File: src/rtl/sysdiv_pkg.sv
package sysdiv_pkg;
  localparam int SEL_W = 3;
  typedef logic [SEL_W-1:0] sel_t;

  localparam sel_t CODE_FULL    = 3'b000;
  localparam sel_t CODE_RESET   = 3'b001;
  localparam sel_t CODE_RADIO   = 3'b010;
  localparam sel_t CODE_SLOW_LO = 3'b100;
  localparam sel_t CODE_SLOW_HI = 3'b110;
  localparam sel_t CODE_RSV     = 3'b111;

  // Store-time translation of a written code.
  function automatic sel_t sel_filter(input sel_t code, input logic radio);
    if (radio && code >= CODE_SLOW_LO && code <= CODE_SLOW_HI)
      return CODE_RADIO;
    return code;
  endfunction
endpackage

File: src/rtl/sysdiv_sel_reg.sv
module sysdiv_sel_reg
  import sysdiv_pkg::*;
(
  input  logic clk,
  input  logic rst,
  input  logic wr_en,
  input  sel_t wr_sel,
  input  logic radio_en,
  input  logic ext_src_req,
  input  logic int_osc_off,
  output sel_t sel_q,
  output logic ret_int_req,
  output logic osc_restart_req
);
  logic accept;
  logic full_on_ext;
  sel_t stored;

  always_comb begin
    accept      = wr_en && (wr_sel != CODE_RSV);
    full_on_ext = wr_en && (wr_sel == CODE_FULL) && ext_src_req;
    stored      = sel_filter(wr_sel, radio_en);
  end

  always_ff @(posedge clk) begin
    if (rst) begin
      sel_q           <= CODE_RESET;
      ret_int_req     <= 1'b0;
      osc_restart_req <= 1'b0;
    end else begin
      if (accept) sel_q <= stored;
      ret_int_req     <= full_on_ext;
      osc_restart_req <= full_on_ext && int_osc_off;
    end
  end
endmodule

File: src/rtl/sysdiv_phase_ctr.sv
module sysdiv_phase_ctr #(
  parameter int CNT_W = 7
) (
  input  logic             clk,
  input  logic             rst,
  output logic [CNT_W-1:0] cnt_q,
  output logic [CNT_W-1:0] cnt_nxt,
  output logic             wrap
);
  always_comb begin
    cnt_nxt = cnt_q + {{(CNT_W-1){1'b0}}, 1'b1};
    wrap    = &cnt_q;
  end

  always_ff @(posedge clk) begin
    if (rst) cnt_q <= '0;
    else     cnt_q <= cnt_nxt;
  end
endmodule

File: src/rtl/sysdiv_en_gen.sv
module sysdiv_en_gen
  import sysdiv_pkg::*;
#(
  parameter int CNT_W = 7
) (
  input  logic             clk,
  input  logic             rst,
  input  logic [CNT_W-1:0] cnt_nxt,
  input  logic             wrap,
  input  sel_t             sel_q,
  output sel_t             div_status,
  output logic             clk_en
);
  sel_t             status_nxt;
  logic [CNT_W-1:0] mask_nxt;

  always_comb begin
    status_nxt = wrap ? sel_q : div_status;
    for (int i = 0; i < CNT_W; i++)
      mask_nxt[i] = (i < int'(status_nxt));
  end

  always_ff @(posedge clk) begin
    if (rst) begin
      div_status <= CODE_RESET;
      clk_en     <= 1'b1;
    end else begin
      div_status <= status_nxt;
      clk_en     <= ((cnt_nxt & mask_nxt) == '0);
    end
  end
endmodule

File: src/rtl/sysclk_div_ctrl.sv
module sysclk_div_ctrl #(
  parameter int CNT_W = 7
) (
  input  logic       clk,
  input  logic       rst,
  input  logic       wr_en,
  input  logic [2:0] wr_sel,
  input  logic       radio_en,
  input  logic       ext_src_req,
  input  logic       int_osc_off,
  output logic       clk_en,
  output logic [2:0] sel_q,
  output logic [2:0] div_status,
  output logic       ret_int_req,
  output logic       osc_restart_req
);
  logic [CNT_W-1:0] ctr_q;
  logic [CNT_W-1:0] ctr_nxt;
  logic             ctr_wrap;

  sysdiv_sel_reg u_sel (
    .clk(clk), .rst(rst), .wr_en(wr_en), .wr_sel(wr_sel),
    .radio_en(radio_en), .ext_src_req(ext_src_req), .int_osc_off(int_osc_off),
    .sel_q(sel_q), .ret_int_req(ret_int_req), .osc_restart_req(osc_restart_req)
  );

  sysdiv_phase_ctr #(.CNT_W(CNT_W)) u_ctr (
    .clk(clk), .rst(rst), .cnt_q(ctr_q), .cnt_nxt(ctr_nxt), .wrap(ctr_wrap)
  );

  sysdiv_en_gen #(.CNT_W(CNT_W)) u_en (
    .clk(clk), .rst(rst), .cnt_nxt(ctr_nxt), .wrap(ctr_wrap),
    .sel_q(sel_q), .div_status(div_status), .clk_en(clk_en)
  );

  logic unused_ctr;
  assign unused_ctr = ^ctr_q;
endmodule

File: config.mk
export PLATFORM = sky130hd
export DESIGN_NAME = sysclk_div_ctrl
export DESIGN_NICKNAME = d
export VERILOG_FILES = /design/src/rtl/sysdiv_pkg.sv /design/src/rtl/sysdiv_sel_reg.sv /design/src/rtl/sysdiv_phase_ctr.sv /design/src/rtl/sysdiv_en_gen.sv /design/src/rtl/sysclk_div_ctrl.sv
export SDC_FILE = /design/constraint.sdc
export NUM_CORES = 1
export LEC_CHECK = 0
export CAP_MARGIN = 10
export CORE_MARGIN = 4
export CORE_UTILIZATION = 50
export CTS_CLUSTER_DIAMETER = 80
export CTS_CLUSTER_SIZE = 30
export DETAILED_ROUTE_END_ITERATION = 10
export DONT_BUFFER_PORTS = 1
export PLACE_DENSITY = 0.69
export SYNTH_ARGS = -nofsm -noshare
export SYNTH_HDL_FRONTEND = slang
export SYNTH_HIERARCHICAL = 1
export SYNTH_SLANG_ARGS = --single-unit
File: constraint.sdc
create_clock -name clk -period 2.43 [get_ports clk]
set_input_delay 0.729 -clock clk [delete_from_list [all_inputs] [get_ports clk]]
set_output_delay 0.729 -clock clk [all_outputs]
set_load 0.005 [all_outputs]
==> run metrics, run 1 <==
DR vias=531; fill cell count=127; Post-synth top flop=dfxtp_1; skew final=0.000552 ns; placed cell areas=757 µm²; unrepaired setup endpoints after global routing=no; post-synth top area share=0.434; Yosys reg bits=16; TritonCTS buffer count=3; Setup CP Type=reg -> reg; critical path launch point type=flip-flop; Hold Crit Depth=1; most frequent cells in the layout=dfxtp_1 (16), nor2_1 (6), nand2_1 (5), nor2b_1 (5), inv_1 (4); Syn Area/Cell=9.84 µm²; CTS Hold Buffers Added=0; Iteration-0 DRC Markers=4; Leak=0.311 nW; vias in the first global route=502; share of cells above drive strength 1=0.128; fmax=470 MHz; wire length per cell=13.3 µm; clk sinks=16; hold crit path type=reg -> reg; Remaining DRCs=0; Post-Syn Area=738 µm²; CP Capture Type=flip-flop; total negative setup slack=0 ns; Worst-Margin Slew=0.430 ns; total track usage=0.148; dpl hpwl=972 µm; critical path required time=2.62 ns; WL final=1.24 mm; fin nets=90; Synth area leader=dfxtp_1; Mapped Cells=75; post-detailed-route count of antenna-violating nets=0; Synth area leaders=dfxtp_1 (43%), nor2b_1 (4.2%), xor2_1 (3.6%); Initial Util=0.547; root cell of the clock tree=clkbuf_4; die height=46.4 µm; floorplan row count=13; CTS clk-pin slew, worst paths=0.08 ns; commonest non-fill, non-tap cell in the layout=dfxtp_1; Netlist cell types=31; initial antenna violation count=0; die area=0.00216 mm²; Pins Over Slew Limit=0; CTS tree=done; largest net degree at the start of global routing=19; post-synthesis sequential area ratio=0.434; DR vias/cell=5.71; Post-synth EDFFs=0; syn_nets=85; postcts setup bufs=0; yosys warns=6; # resized after CTS=0; total gr overflow=0; slew margin rel.=0.705; count of final setup violators=0; FFs w/ async S/R, synth=0; maximum buffer depth of the clock tree=2; fin crit period=2.13 ns; status=finished, final reports clean; Port-buffer cells=0; Die W=46.4 µm; path depth of the worst reg2reg path=8; Worst-Skew Late Latency=0.27 ns; first-pass GRT wire length=2.21 mm; Tcrit/Tclk final=0.875; drt first pass iters=2; arrival time of the worst setup path=2.32 ns; n_diodes=0; Finished Cell Area=779 µm²; crit-path max FO=5; H-tree depth=1; PD cells=558 mW/mm²; I/O pin count=18; core area=0.00135 mm²; worst vdd ir=0.300 mV; area grow syn2layout=5.59%; routability cong.=0.747; maxcap violations=0; final hold vios=0
[synthesized netlist by cell type, drive strengths merged (2+ instances only)]
cell type and number:
dfxtp 16, nor2 8, nand2 5, nor2b 5
inv 4, nand3 4, a21oi 3, mux2 3
xor2 3, a21boi 2, a311oi 2, and2 2
mux2i 2, nand2b 2, nor4 2, o21ai 2
xnor2 2
[routing by layer]
metal  vias to the layer above  part of all wire  global-route usage
li1                        265                 -                   -
met5                         -                 0                   0
met1                       251              0.49               0.186
met2                        13              0.44               0.217
met4                         0            0.0081              0.0511
met3                         2             0.068              0.0742
[critical path: stages, from the launching register on]
cell,delay [ns]
dfxtp_1,0.39
ha_1,0.23
nand3_2,0.13
nor2_4,0.15
and2_1,0.23
mux2i_1,0.44
o21a_1,0.17
a311oi_1,0.05
a311oi_1,0.24
[logic make-up (layout without fill, tap and decap cells)]
family | Yosys count | count (layout) | share of synthesized area
AOI/OAI and AO/OA | 13 | 13 | 0.132
muxes | 5 | 5 | 0.0780
xor gates and xnor gates | 5 | 5 | 0.0593
and+or+nand+nor | 31 | 31 | 0.259
adders and majority gates | 1 | 1 | 0.0169
buffers and inverters | 4 | 7 | 0.0203
DFF | 16 | 16 | 0.434
[flip-flops by register name, indices dropped and copies added, names as in the netlist]
register               cells
u_ctr/cnt_q                7
u_en/clk_en                1
u_en/div_status            3
u_sel/osc_restart_req      1
u_sel/ret_int_req          1
u_sel/sel_q                3
[through the flow]
step | instances | utilization | setup slack (ns) | hold WS [ns] | total power (W)
global route | 93 | 0.577 | 0.103 | 0.490 | 0.000460
finish | 93 | 0.577 | 0.304 | 0.479 | 0.000435
global placement | 90 | 0.561 | 0.350 | 0.460 | 0.000313
CTS | 93 | 0.577 | 0.320 | 0.482 | 0.000443
floorplan | 75 | - | 0.552 | 0.441 | 0.000307
detailed placement | 90 | 0.561 | 0.342 | 0.463 | 0.000313
[path summary, 6_finish.rpt]
kind                                      from             end  slack (ns)
worst max-delay path            u_ctr/cnt_q[0]     u_en/clk_en        0.30
worst min-delay path            u_ctr/cnt_q[0]  u_ctr/cnt_q[0]        0.48
worst max register to register  u_ctr/cnt_q[0]     u_en/clk_en        0.30
worst min register to register  u_ctr/cnt_q[0]  u_ctr/cnt_q[0]        0.48
[area by class of cell]
| class | instances | area (µm²) | share of cell area |
|---|---|---|---|
| inverters | 4 | 15.0 | 0.0193 |
| flip-flops and latches | 16 | 320 | 0.411 |
| well taps | 15 | 18.8 | 0.0241 |
| clock buffers | 3 | 22.5 | 0.0289 |
| multi-input cells | 55 | 403 | 0.517 |
[power by group]
part / switching (W) / internal [W] / total [W]
clock: 0.0000706 / 0.0000574 / 0.000128
combinational: 0.0000125 / 0.0000149 / 0.0000274
sequential: 0.00000819 / 0.000271 / 0.000280
Power figures use the tool's default switching activity.
==> run 2: changes to the inputs <==
==> constraint.sdc (replaced) <==
create_clock -name clk -period 2.2 [get_ports clk]
set_input_delay 0.66 -clock clk [delete_from_list [all_inputs] [get_ports clk]]
set_output_delay 0.66 -clock clk [all_outputs]
set_load 0.005 [all_outputs]
==> run metrics, run 2 (synthesis results as in run 1) <==
CTS clk-pin slew, worst paths=0.08 ns; worst vdd ir=0.488 mV; area grow syn2layout=7.12%; post-detailed-route count of antenna-violating nets=0; maxcap violations=0; WHS=0.444 ns; first-pass GRT wire length=2.06 mm; switching part of the total=0.206; critical path required time=2.39 ns; routability cong.=0.764; Reg area=320 µm²; commonest non-fill, non-tap cell in the layout=dfxtp_1; dpl hpwl=944 µm; die area=0.00216 mm²; Worst-Skew Late Latency=0.27 ns; largest registers=u_ctr/cnt_q (7), u_en/div_status (3), u_sel/sel_q (3); Worst R2R End=u_en/clk_en; postcts setup bufs=0; hold crit path type=in -> reg; DR vias/cell=5.51; fmax=497 MHz; n_diodes=0; hold path start=rst; Finished Cell Area=791 µm²; Worst-Margin Slew=0.302 ns; Worst setup startpoint=u_ctr/cnt_q[0]; CTS tree=done; max reg flops=7; clk sinks=16; total gr overflow=0; drt first pass iters=2; vias in the first global route=472; CP endpoint=u_en/clk_en; count of final setup violators=0; DP Worst Slack=0.201 ns; PD cells=605 mW/mm²; slew margin rel.=0.797; Seq pwr share=0.646; fill cell count=122; logic gate share of total power=0.064; root cell of the clock tree=clkbuf_4; Setup CP Type=reg -> reg; Tcrit/Tclk final=0.914; wire length per cell=13.2 µm; fin crit period=2.01 ns; die height=46.4 µm; largest net degree at the start of global routing=19; fin nets=91; final hold vios=0; TritonCTS buffer count=3; Die W=46.4 µm; Leak=0.316 nW; path depth of the worst reg2reg path=8; switching pwr=0.0000984 W; CP Capture Type=flip-flop; R2R setup slack=0.19 ns; total negative setup slack=0 ns; initial antenna violation count=0; Remaining DRCs=0; Pins Over Slew Limit=0; status=finished, final reports clean; most frequent cells in the layout=dfxtp_1 (16), nor2_1 (6), nand2_1 (5), nor2b_1 (5), inv_1 (4); crit-path max FO=5; Largest Register=u_ctr/cnt_q; skew final=0.00416 ns; core area=0.00135 mm²; arrival time of the worst setup path=2.20 ns; Iteration-0 DRC Markers=3; clock power share=0.290; DR vias=518; Core Util, Final=0.586; unrepaired setup endpoints after global routing=no; Initial Util=0.547; share of cells above drive strength 1=0.152; floorplan row count=13; maximum buffer depth of the clock tree=2; Port-buffer cells=0; H-tree depth=1; Int Power=0.000380 W; RR Startpoint=u_ctr/cnt_q[0]; worst setup margin=0.190 ns; WL final=1.24 mm; I/O pin count=18; multi-input logic area=407 µm²; placed cell areas=764 µm²; critical path launch point type=flip-flop; total track usage=0.135
## run 2: changes by cell type in the layout (fill, tap and decap cells not counted), sizes merged
| cell | delta |
|---|---|
| buf | +1 |
## run 2: repair_timing
action                                  CTS  global route
hold buffers                              0             0
endpoints found under the setup margin    0             1
gates resized for setup                   0             1
hold endpoints to repair                  0             0
## run 2: final cells by class
type / instances / area share
inverter: 4 / 0.0190
clock buffer: 3 / 0.0285
sequential: 16 / 0.405
multi-input combinational: 55 / 0.514
timing repair buffer: 1 / 0.00949
tap: 15 / 0.0237
## run 2: power by group through the flow
stage                     sequential, W  clock [W]  combinational (W)
after floorplan                0.000314          0          0.0000259
final                          0.000309   0.000139          0.0000305
after detailed placement       0.000316          0          0.0000303
after global placement         0.000316          0          0.0000299
after CTS                      0.000309   0.000147          0.0000305
after global routing           0.000311   0.000163          0.0000347
## run 2: per-stage QoR
step / instances / total power, W
floorplan: 75 / 0.000340
global placement: 91 / 0.000346
detailed placement: 91 / 0.000346
CTS: 94 / 0.000487
global route: 94 / 0.000508
finish: 94 / 0.000478
## run 2: how the worst min path moves through the flow
stage                      to  slack, ns  depth (start not counted)
2_1_floorplan  u_ctr/cnt_q[0]       0.44                          1
5_1_grt        u_ctr/cnt_q[3]       0.42                          1
4_1_cts        u_ctr/cnt_q[3]       0.43                          1
3_3_place_gp   u_ctr/cnt_q[0]       0.46                          1
6_report       u_ctr/cnt_q[3]       0.44                          1
3_5_place_dp   u_ctr/cnt_q[0]       0.46                          1
## run 2: per-layer routing
layer	vias up	wire length, µm	track usage
met2	11	509	0.173
met1	231	642	0.193
met3	2	76	0.0586
met5	-	0	0
li1	274	-	-
met4	0	12	0.0511
## run 2: worst max-delay path, stage by stage, from the launching register on
cell,delay (ns)
dfxtp_1,0.39
ha_1,0.22
nand3_2,0.12
nor2_4,0.15
and2_1,0.25
mux2_4,0.35
a211oi_2,0.21
nor4_1,0.07
a311oi_1,0.18
==> run 3: changes to the inputs <==
--- a/config.mk
+++ b/config.mk
@@ -12,7 +12,7 @@
 export CTS_CLUSTER_SIZE = 30
 export DETAILED_ROUTE_END_ITERATION = 10
 export DONT_BUFFER_PORTS = 1
-export PLACE_DENSITY = 0.69
+export PLACE_DENSITY = 0.68
 export SYNTH_ARGS = -nofsm -noshare
 export SYNTH_HDL_FRONTEND = slang
 export SYNTH_HIERARCHICAL = 1
==> constraint.sdc (replaced) <==
create_clock -name clk -period 1.7 [get_ports clk]
set_input_delay 0.51 -clock clk [delete_from_list [all_inputs] [get_ports clk]]
set_output_delay 0.51 -clock clk [all_outputs]
set_load 0.005 [all_outputs]
==> run metrics, run 3 (synthesis results as in run 1) <==
PD cells=784 mW/mm²; failing checks=negative setup slack; slowest cell on the critical path=dfxtp_4; GR Util met2=0.236; wire length per cell=13.8 µm; DP Worst Slack=-0.0552 ns; first-pass GRT wire length=2.39 mm; root cell of the clock tree=clkbuf_4; slew margin rel.=0.815; Setup CP Type=reg -> reg; CTS Hold Buffers Added=0; count of final setup violators=1; Worst R2R End=u_en/clk_en; switching pwr=0.000144 W; unrepaired setup endpoints after global routing=yes; Core Util, Final=0.655; RR Startpoint=u_ctr/cnt_q[0]; Most Crowded Layer GR=met2; most frequent cells in the layout=dfxtp_1 (14), buf_4 (8), nor2_1 (6); TritonCTS buffer count=3; fin crit period=1.75 ns; R2R setup slack=-0.05 ns; Pins Over Slew Limit=0; Worst-Margin Slew=0.272 ns; largest registers=u_ctr/cnt_q (7), u_en/div_status (3), u_sel/sel_q (3); post-detailed-route count of antenna-violating nets=0; commonest non-fill, non-tap cell in the layout=dfxtp_1; CTS tree=done; Leak=0.360 nW; clk sinks=16; fill cell count=108; Tcrit/Tclk final=1.03; Remaining DRCs=0; DR vias=554; Initial Util=0.547; critical path launch point type=flip-flop; total negative setup slack=-0.0530 ns; crit path buf inv count=0; Worst path max stage delay=0.37 ns; worst vdd ir=0.594 mV; arrival time of the worst setup path=1.95 ns; die area=0.00216 mm²; Worst setup startpoint=u_ctr/cnt_q[0]; final cell count without fillers=102; status=finished with violations; max reg flops=7; dpl hpwl=1.12 mm; skew final=0.00173 ns; logic gate share of total power=0.078; Critical Path, Cell by Cell=ha_4, nand3_4, nor2_4, and2_4, mux2_4, a211oi_2, nor4_1, a311oi_1; Crit. path cell count=8; crit-path max FO=4; Worst-Skew Late Latency=0.28 ns; total gr overflow=0; drt first pass iters=3; Iteration-0 DRC Markers=10; core area=0.00135 mm²; fin nets=98; CP Capture Type=flip-flop; H-tree depth=1; total track usage=0.160; share of cells above drive strength 1=0.276; Largest Register=u_ctr/cnt_q; Placed Instances=98; hold crit path type=in -> reg; met1 GRT Util=0.202; switching part of the total=0.207; initial antenna violation count=0; CTS clk-pin slew, worst paths=0.08 ns; die height=46.4 µm; area grow syn2layout=19.8%; Seq pwr share=0.577; worst setup margin=-0.0530 ns; postcts setup bufs=0; critical path required time=1.90 ns; path depth of the worst reg2reg path=8; CP top delay family=simple AND/OR/NAND/NOR gates; Int Power=0.000550 W; maxcap violations=0; grt met3 use=0.0781; largest net degree at the start of global routing=19; clock power share=0.346; I/O pin count=18; DR vias/cell=5.43; n_diodes=0; Finished Cell Area=885 µm²; WL final=1.41 mm; Die W=46.4 µm; maximum buffer depth of the clock tree=2; fmax=570 MHz; vias in the first global route=546; routability cong.=0.742; CP endpoint=u_en/clk_en; floorplan row count=13; Port-buffer cells=0; placed cell areas=845 µm²; final hold vios=0
-- run 3: cell count changes in the layout (fill, tap and decap cells not counted) --
cell      previous run  this run
nand3_4              0         1
dfxtp_2              0         1
and2_1               2         1
nand3_2              1         0
buf_4                1         8
ha_4                 0         1
dfxtp_4              0         1
clkbuf_8             0         1
and2_4               0         1
dfxtp_1             16        14
ha_1                 1         0
-- run 3: repair_timing --
action / CTS / global route
endpoints found under the setup margin: 1 / 1
gates resized for setup: 1 / 0
gates cloned: 0 / 0
-- run 3: how the worst min path moves through the flow --
stage | start | end | slack (ns) | cells past startpoint
final | rst | u_ctr/cnt_q[1] | 0.28 | 1
after global routing | rst | u_ctr/cnt_q[1] | 0.26 | 1
after CTS | rst | u_ctr/cnt_q[1] | 0.27 | 1
after detailed placement | u_sel/sel_q[1] | u_sel/sel_q[1] | 0.55 | 2
after global placement | u_ctr/cnt_q[0] | u_ctr/cnt_q[0] | 0.53 | 2
after floorplan | u_ctr/cnt_q[0] | u_ctr/cnt_q[0] | 0.43 | 1
-- run 3: layer usage --
metal  vias up  share of wire
met3         2          0.068
met1       252           0.47
met4         0         0.0071
li1        289              -
met2        11           0.45
met5         -              0
-- run 3: cell type report --
class | count | area [µm²] | area share
Clock buffer | 4 | 36.3 | 0.0410
Inverter | 4 | 15.0 | 0.0170
Multi-Input combinational cell | 55 | 429 | 0.485
Sequential cell | 16 | 325 | 0.368
Tap cell | 15 | 18.8 | 0.0212
Timing Repair Buffer | 8 | 60.1 | 0.0679
-- run 3: through the flow --
| stage | hold slack, ns | power (W) |
|---|---|---|
| finish | 0.280 | 0.000694 |
| global route | 0.257 | 0.000734 |
| CTS | 0.272 | 0.000703 |
| detailed placement | 0.554 | 0.000463 |
| global placement | 0.530 | 0.000462 |
| floorplan | 0.432 | 0.000445 |
-- run 3: power groups by stage --
stage,clock (W),sequential (W),combinational [W]
floorplan,0,0.000409,0.0000365
global placement,0,0.000409,0.0000530
detailed placement,0,0.000409,0.0000542
CTS,0.000248,0.000401,0.0000545
global route,0.000271,0.000402,0.0000612
finish,0.000240,0.000400,0.0000539
